`src/rtl/rlock_pkg.sv`:
```
package rlock_pkg;
    typedef enum logic [0:0] {
        ST_OPEN   = 1'b0,
        ST_LOCKED = 1'b1
    } rlock_state_t;
endpackage

```
`src/rtl/rlock_ctrl.sv`:
```
module rlock_ctrl
    import rlock_pkg::*;
(
    input  logic         clk,
    input  logic         rst_n,
    input  logic         res_we,
    input  logic         rd_lo,
    input  logic         rd_hi,
    output rlock_state_t state,
    output logic         held_ld_in,
    output logic         held_ld_pend,
    output logic         pend_ld
);
    rlock_state_t state_nx;
    logic         pend_vld;
    logic         pend_clr;
    logic         lock_req;

    assign lock_req = rd_lo && !rd_hi;

    // state register
    always_ff @(posedge clk or negedge rst_n) begin
        if (!rst_n) state <= ST_OPEN;
        else        state <= state_nx;
    end

    always_ff @(posedge clk or negedge rst_n) begin
        if (!rst_n)        pend_vld <= 1'b0;
        else if (pend_clr) pend_vld <= 1'b0;
        else if (pend_ld)  pend_vld <= 1'b1;
    end

    // next state and load controls
    always_comb begin
        state_nx     = state;
        held_ld_in   = 1'b0;
        held_ld_pend = 1'b0;
        pend_ld      = 1'b0;
        pend_clr     = 1'b0;
        unique case (state)
            ST_OPEN: begin
                if (res_we) begin
                    if (lock_req) pend_ld    = 1'b1;
                    else          held_ld_in = 1'b1;
                end
                if (lock_req) state_nx = ST_LOCKED;   // LOCK_ON_LOW
            end
            ST_LOCKED: begin
                if (rd_hi) begin                      // RELEASE_ON_HIGH
                    state_nx = ST_OPEN;
                    pend_clr = 1'b1;
                    if (res_we)        held_ld_in   = 1'b1;
                    else if (pend_vld) held_ld_pend = 1'b1;
                end else if (res_we) begin
                    pend_ld = 1'b1;
                end
            end
            default: state_nx = ST_OPEN;
        endcase
    end

    AST_HI_ONLY_NO_LOCK: assert property (@(posedge clk) disable iff (!rst_n)
        (state == ST_OPEN && rd_hi) |=> (state == ST_OPEN));
    AST_LOCK_ON_LOW: assert property (@(posedge clk) disable iff (!rst_n)
        (state == ST_OPEN && rd_lo && !rd_hi) |=> (state == ST_LOCKED));
    AST_OPEN_NO_PENDING: assert property (@(posedge clk) disable iff (!rst_n)
        (state == ST_OPEN) |-> !pend_vld);
endmodule

```
`src/rtl/rlock_store.sv`:
```
module rlock_store #(
    parameter int RES_W = 10
) (
    input  logic             clk,
    input  logic             rst_n,
    input  logic [RES_W-1:0] res_in,
    input  logic             held_ld_in,
    input  logic             held_ld_pend,
    input  logic             pend_ld,
    output logic [RES_W-1:0] held
);
    logic [RES_W-1:0] pend;

    always_ff @(posedge clk or negedge rst_n) begin
        if (!rst_n)            held <= '0;
        else if (held_ld_in)   held <= res_in;
        else if (held_ld_pend) held <= pend;
    end

    always_ff @(posedge clk or negedge rst_n) begin
        if (!rst_n)       pend <= '0;
        else if (pend_ld) pend <= res_in;
    end

    AST_ONE_SOURCE: assert property (@(posedge clk) disable iff (!rst_n)
        !(held_ld_in && held_ld_pend));
    AST_COMMIT_PEND: assert property (@(posedge clk) disable iff (!rst_n)
        (held_ld_pend && !held_ld_in) |=> (held == $past(pend)));
endmodule

```
`src/rtl/rlock_fmt.sv`:
```
module rlock_fmt #(
    parameter int RES_W  = 10,
    parameter int BYTE_W = 8
) (
    input  logic [RES_W-1:0]  held,
    input  logic              left_adj,
    output logic [BYTE_W-1:0] lo_data,
    output logic [BYTE_W-1:0] hi_data
);
    localparam int XW = RES_W - BYTE_W;
    localparam int ZW = BYTE_W - XW;

    logic [BYTE_W-1:0] hi_r, lo_r, hi_l, lo_l;

    assign hi_r = {{ZW{1'b0}}, held[RES_W-1:BYTE_W]};
    assign lo_r = held[BYTE_W-1:0];
    assign hi_l = held[RES_W-1 -: BYTE_W];
    assign lo_l = {held[XW-1:0], {ZW{1'b0}}};

    always_comb begin
        hi_data = left_adj ? hi_l : hi_r;
        lo_data = left_adj ? lo_l : lo_r;
    end
endmodule

```
`src/rtl/rlock_result_reg.sv`:
```
module rlock_result_reg
    import rlock_pkg::*;
#(
    parameter int RES_W  = 10,
    parameter int BYTE_W = 8
) (
    input  logic              clk,
    input  logic              rst_n,
    input  logic [RES_W-1:0]  res_in,
    input  logic              res_we,
    input  logic              left_adj,
    input  logic              rd_lo,
    input  logic              rd_hi,
    output logic [BYTE_W-1:0] lo_data,
    output logic [BYTE_W-1:0] hi_data
);
    rlock_state_t     state;
    logic             held_ld_in, held_ld_pend, pend_ld;
    logic [RES_W-1:0] held;

    rlock_ctrl u_ctrl (
        .clk(clk), .rst_n(rst_n), .res_we(res_we), .rd_lo(rd_lo), .rd_hi(rd_hi),
        .state(state), .held_ld_in(held_ld_in), .held_ld_pend(held_ld_pend),
        .pend_ld(pend_ld)
    );

    rlock_store #(.RES_W(RES_W)) u_store (
        .clk(clk), .rst_n(rst_n), .res_in(res_in), .held_ld_in(held_ld_in),
        .held_ld_pend(held_ld_pend), .pend_ld(pend_ld), .held(held)
    );

    rlock_fmt #(.RES_W(RES_W), .BYTE_W(BYTE_W)) u_fmt (
        .held(held), .left_adj(left_adj), .lo_data(lo_data), .hi_data(hi_data)
    );

    AST_LOCK_HOLDS: assert property (@(posedge clk) disable iff (!rst_n)
        (state == ST_LOCKED && !rd_hi) |=> $stable(held));
    AST_OPEN_UPDATE: assert property (@(posedge clk) disable iff (!rst_n)
        (state == ST_OPEN && res_we && !(rd_lo && !rd_hi)) |=> (held == $past(res_in)));
    AST_RELEASE_NEWEST: assert property (@(posedge clk) disable iff (!rst_n)
        (state == ST_LOCKED && rd_hi && res_we) |=> (held == $past(res_in)));
    AST_COINCIDENT_LOCK: assert property (@(posedge clk) disable iff (!rst_n)
        (state == ST_OPEN && res_we && rd_lo && !rd_hi) |=> $stable(held));
endmodule

```
`config.mk`:
```
export PLATFORM = sky130hd
export DESIGN_NAME = rlock_result_reg
export DESIGN_NICKNAME = d
export VERILOG_FILES = /design/src/rtl/rlock_pkg.sv /design/src/rtl/rlock_ctrl.sv /design/src/rtl/rlock_store.sv /design/src/rtl/rlock_fmt.sv /design/src/rtl/rlock_result_reg.sv
export SDC_FILE = /design/constraint.sdc
export NUM_CORES = 1
export LEC_CHECK = 0
export ABC_AREA = 0
export BUFFER_PORTS_ARGS = -buffer_cell sky130_fd_sc_hd__buf_2
export CELL_PAD_IN_SITES_DETAIL_PLACEMENT = 0
export CELL_PAD_IN_SITES_GLOBAL_PLACEMENT = 1
export CORE_UTILIZATION = 38
export CTS_CLUSTER_DIAMETER = 30
export DETAILED_ROUTE_END_ITERATION = 7
export PLACE_DENSITY = 0.72
export SYNTH_ARGS = -nofsm -noshare
export SYNTH_HDL_FRONTEND = slang
export SYNTH_SLANG_ARGS = --single-unit
```
`constraint.sdc`:
```
create_clock -name clk -period 1.7 [get_ports clk]
set_input_delay 0.255 -clock clk [delete_from_list [all_inputs] [get_ports clk]]
set_output_delay 0.255 -clock clk [all_outputs]
set_load 0.005 [all_outputs]
```
Word level (Yosys, flattened, before mapping)
Index checks and enable logic that the tools add are counted.
- output and inout port bits: 16
- word-level logic and storage cells: 32
- register bits after elaboration: 22
- reductions and logical operators: 4
- multiplexer cells: 23
- bitwise logic cells: 1
- operators by type and width (operator ; count):
    two-way mux 10 bit ; 2
    two-way mux 1 bit ; 16
    two-way mux 8 bit ; 2
    case mux 1 bit (2 select lines) ; 3
    nonzero test 2 bit ; 2
    logical AND 1 bit ; 1
    zero test 1 bit ; 1
    inverter 1 bit ; 1

Depth between registers and ports, before layout
- depth after elaboration: 7
- depth in mapped cells: 5
- mapped depth without buffers: 4

Modules after synthesis
From an unflattened synthesis, not the netlist that was laid out.
- cells, all modules: 90
- area, all modules: 1136.1 µm²
- by module, submodules not included (module ; cells an instance ; area each (µm²) ; times used):
    rlock_store ; 64 ; 874.6 ; 1
    rlock_fmt ; 18 ; 157.7 ; 1
    rlock_ctrl ; 8 ; 103.8 ; 1

Worst setup path after synthesis
OpenSTA, ideal clock, no wires.
- kind: register to register
- start point: register u_ctrl.state
- end point: register u_store.pend[0]
- arrival: 1.177 ns
- cell stages (with the launch flop): 6
- slack: 0.398 ns
- setup time: 0.125 ns
- cells stage by stage: dfrtp_1 o21bai_4 inv_1 nand2_1 buf_4 mux2_2
- cells in the longest elaborated chain, start to end: 2
- RTL lines (element ; line ; RTL):
    start: declaration ; rlock_ctrl.sv:9 ; output rlock_state_t state,
    start signal: assignment ; rlock_ctrl.sv:24 ; else state <= state_nx;
    inverter 1 bit ; rlock_ctrl.sv:40 ; unique case (state)
    case mux 1 bit (2 select lines) * ; rlock_ctrl.sv:40 ;
    end signal: assignment ; rlock_store.sv:22 ; else if (pend_ld) pend <= res_in;
    end: declaration ; rlock_store.sv:12 ; logic [RES_W-1:0] pend;
Every way passes the cells marked *; elsewhere a longest branch is shown, timed or not.
A chain may end at the register's enable or synchronous reset.

Final worst setup path
- start point: register u_ctrl.state
- end point: register u_store.held[7]
- cells in the longest elaborated chain, start to end: 3
- elaborated cells between the ends (all ways): 5
- RTL lines (element ; line ; RTL):
    inverter 1 bit ; rlock_ctrl.sv:40 ;
    case mux 1 bit (2 select lines) ; rlock_ctrl.sv:40 ;
    two-way mux 10 bit or nonzero test 2 bit (tied branches) ; - ;
    end signal: assignment ; rlock_store.sv:16 ; else if (held_ld_in) held <= res_in;
    end signal: assignment ; rlock_store.sv:17 ; else if (held_ld_pend) held <= pend;
    end: declaration ; rlock_store.sv:10 ; output logic [RES_W-1:0] held
Parallel ways exist; a longest one is shown, timed or not.

==> Flow_metrics.wiki <==
{| class="wikitable"
! Metric !! Value
|-
| CP arrival || roughly 1.7 ns
|-
| Hpwl dp || between 1000 and 1500 microns
|-
| Cell at the root of the clock tree || sky130_fd_sc_hd__clkbuf_4
|-
| Top cells by area, synth || sky130_fd_sc_hd__dfrtp_1, sky130_fd_sc_hd__mux2_2, sky130_fd_sc_hd__a221o_1, sky130_fd_sc_hd__and2_0, sky130_fd_sc_hd__and2_1
|-
| GR Overflow Total || 0
|-
| Hold Vio Cnt, Final || 0
|-
| Share of the synthesized area in the top cell type || 0.526
|-
| CP endpoint || u_store.held[7]
|-
| Beginning of the critical path || u_ctrl.state
|-
| CP startpoint kind || flip-flop
|-
| Global-route wire length before repair || between 2000 and 3000 microns
|-
| Critical path endpoint category || flip-flop
|-
| Area growth syn-to-layout || 21.3%
|-
| Clk sinks || 22
|-
| Crit-path max FO || 11
|-
| Worst setup skew after layout || slightly below 0.008 ns
|-
| Number of antenna violations at the first check in global routing || 0
|-
| Routed via count divided by cell count || approximately 5
|-
| Starting DRC count in detailed routing || 4
|-
| TritonCTS clock tree || yes
|-
| Endpoint of the worst register-to-register path || u_store.held[7]
|-
| Sequential fraction of the synthesis area || 0.526
|-
| Rows || 18
|-
| Total chip power || 1.20 mW
|-
| Maximum number of buffers from clock root to sink || 2
|-
| Max Fclk || 685 MHz
|-
| Initial Util || 0.412
|-
| CTS buffer count || 3
|-
| Remaining max-slew budget at the tightest pin || 0.681
|-
| Post-synthesis cell type with the largest combined area || sky130_fd_sc_hd__dfrtp_1
|-
| Count of flip-flops with a built-in enable after synthesis || 0
|-
| Chip Height || about 54 microns
|-
| All-Layer GR Usage || 0.149
|-
| Final Max Tran Viols || 0
|-
| Wire length per cell after detailed routing || about 13 microns
|-
| Cell count of the worst reg-to-reg path || 3
|-
| Count of distinct cell types in the synthesized netlist || 18
|-
| Worst vdd ir || roughly 0.56 mV
|-
| Accumulated negative setup slack || 0 ns
|-
| Transition time at the pin with the least slew margin || between 0.4 and 0.5 ns
|-
| Cell chain of the critical path || and4b_1 -> a21oi_2 -> a221o_1
|-
| Share of flip-flops with an asynchronous set or reset after synthesis || 1.00
|-
| List of most frequent post-synthesis cells || sky130_fd_sc_hd__dfrtp_1, sky130_fd_sc_hd__mux2_2, sky130_fd_sc_hd__a221o_1, sky130_fd_sc_hd__and2_0, sky130_fd_sc_hd__and2_1
|-
| Mapped cell area || 1050 sq um
|-
| Number of synthesized register bits || 22
|-
| Resized Gates After CTS || 0
|-
| Setup repair after global routing missed its margin || no
|-
| Final count of negative-setup-slack endpoints || 0
|-
| Count of buffers inserted at the top-level ports || 31
|-
| Length of the first detailed-routing pass in iterations || 2
|-
| Mean instance size in the synthesized netlist || approximately 12 sq um
|-
| Number of vias in the routed layout || 732
|-
| Worst stage delay on the critical path || between 0.4 and 0.5 ns
|-
| I/O pin count || 32
|-
| Pin count of the biggest net entering global routing || 23
|-
| Die Wd || around 54 microns
|-
| Number of nets in the finished design || roughly 130
|-
| Master of the slowest instance on the critical path || sky130_fd_sc_hd__and4b_1
|-
| Via count of the first global-routing pass || 652
|-
| Required time at the endpoint of the critical path || 1.90 ns
|-
| Internal reg-to-reg setup slack || 0.24 ns
|-
| Area occupied by multi-input gates || between 400 and 500 sq um
|-
| Part of the cycle the worst path needs || 0.859
|-
| Post-Syn Instances || 84
|-
| Share of post-route cells with drive strength above 1 || 0.453
|-
| Final antenna-violating net count || 0
|-
| Antenna Diode Count || 0
|-
| Post-synth top flop || sky130_fd_sc_hd__dfrtp_1
|-
| Clock input transition at the sequential cells of the worst setup and hold paths || roughly 0.12 ns
|-
| Power density cells || roughly 940 nW/um^2
|-
| H-tree Lvls || 1
|-
| Type of the most critical hold path || in -> reg
|-
| Crit path kind || reg -> reg
|-
| Reported max-cap violation count || 0
|-
| Status || finished clean
|-
| Worst r2r src || u_ctrl.state
|-
| Syn Nets || 100
|-
| Final core utilization || 0.499
|-
| Area of the placeable core || 2540 sq um
|-
| Post-layout min period || about 1.5 ns
|-
| Total of fill cells in the finished design || between 200 and 300
|-
| Final wirelength || between 1500 and 2000 microns
|-
| Die Area || roughly 3000 sq um
|-
| Register area || around 550 sq um
|-
| Clock Latency Late Sink || ~0.31 ns
|-
| Final routed DRC violation total || 0
|-
| Most common cell in the netlist || sky130_fd_sc_hd__dfrtp_1
|-
| Leakage || between 0.6 and 0.7 nW
|-
| Placer's final routability congestion estimate || 0.673
|-
| Number of warnings reported in the yosys synthesis log || 0
|}
==> critical path: cells and delay by family (launching register included) <==
family | cells | cell delay (ns)
AO/OA/AOI/OAI | 2 | 0.47
AND/OR/NAND/NOR | 1 | 0.46
flip-flops | 1 | 0.42
==> final cells by class <==
| class | instances | share of cell area |
|---|---|---|
| clock buffers | 4 | 0.0286 |
| inverters | 1 | 0.00296 |
| multi-input cells | 56 | 0.364 |
| flip-flops and latches | 22 | 0.433 |
| well taps | 30 | 0.0296 |
| repair buffers | 34 | 0.142 |
==> registers in the layout, summed over array words and instances (netlist names) <==
signal / count
u_store.pend: 10
u_store.held: 10
u_ctrl.pend_vld: 1
u_ctrl.state: 1
==> placed cells by master (no fill, tap or decap), types with 3 or more instances in the layout <==
cell type,count
sky130_fd_sc_hd__buf_2,31
sky130_fd_sc_hd__dfrtp_1,22
sky130_fd_sc_hd__mux2_2,14
sky130_fd_sc_hd__and2_0,8
sky130_fd_sc_hd__a221o_1,8
sky130_fd_sc_hd__and2_1,7
sky130_fd_sc_hd__nor2b_1,6
sky130_fd_sc_hd__nand2_1,4
sky130_fd_sc_hd__clkbuf_4,3
==> stage by stage <==
step / hold WS (ns) / instance area, sq um / setup WS, ns / cells
after floorplan: -0.0406 / 1050 / 0.398 / 84
after global placement: 0.239 / 1220 / 0.214 / 142
after detailed placement: 0.243 / 1220 / 0.186 / 142
after CTS: 0.182 / 1270 / 0.213 / 147
after global routing: 0.175 / 1270 / 0.126 / 147
final: 0.184 / 1270 / 0.240 / 147
==> how the worst min path moves through the flow <==
stage              start              end  slack (ns)  cells after the start
3_3_place_gp       rst_n  u_store.pend[4]        0.24                      1
2_1_floorplan      rst_n  u_ctrl.pend_vld       -0.04                      0
6_report       res_in[4]  u_store.held[4]        0.18                      2
4_1_cts        res_in[4]  u_store.held[4]        0.18                      2
5_1_grt        res_in[5]  u_store.pend[5]        0.18                      2
3_5_place_dp       rst_n  u_store.pend[4]        0.24                      1
==> power breakdown <==
group	switching, mW	internal [mW]	total [mW]
clock	0.153	0.131	0.284
sequential	0.0520	0.611	0.663
combinational	0.0979	0.150	0.248
==> logic make-up (layout without fill, tap and decap cells) <==
group / after synthesis / count (layout) / share of synthesized area
multiplexers: 16 / 16 / 0.170
flip-flops: 22 / 22 / 0.526
AND/OR/NAND/NOR: 28 / 28 / 0.159
buffers and inverters: 6 / 39 / 0.0334
AO/OA/AOI/OAI: 12 / 12 / 0.112
==> per-layer routing <==
layer,global-route usage,wire length (microns)
met1,0.172,880
met5,0,0
met4,0.0513,19
met3,0.0583,79
met2,0.248,936
==> repair_timing <==
action	4_1_cts	5_1_grt
hold endpoints to repair	22	0
endpoints found under the setup margin	0	0
hold buffers	1	0
buffers inserted	0	0
Power figures use the tool's default switching activity.
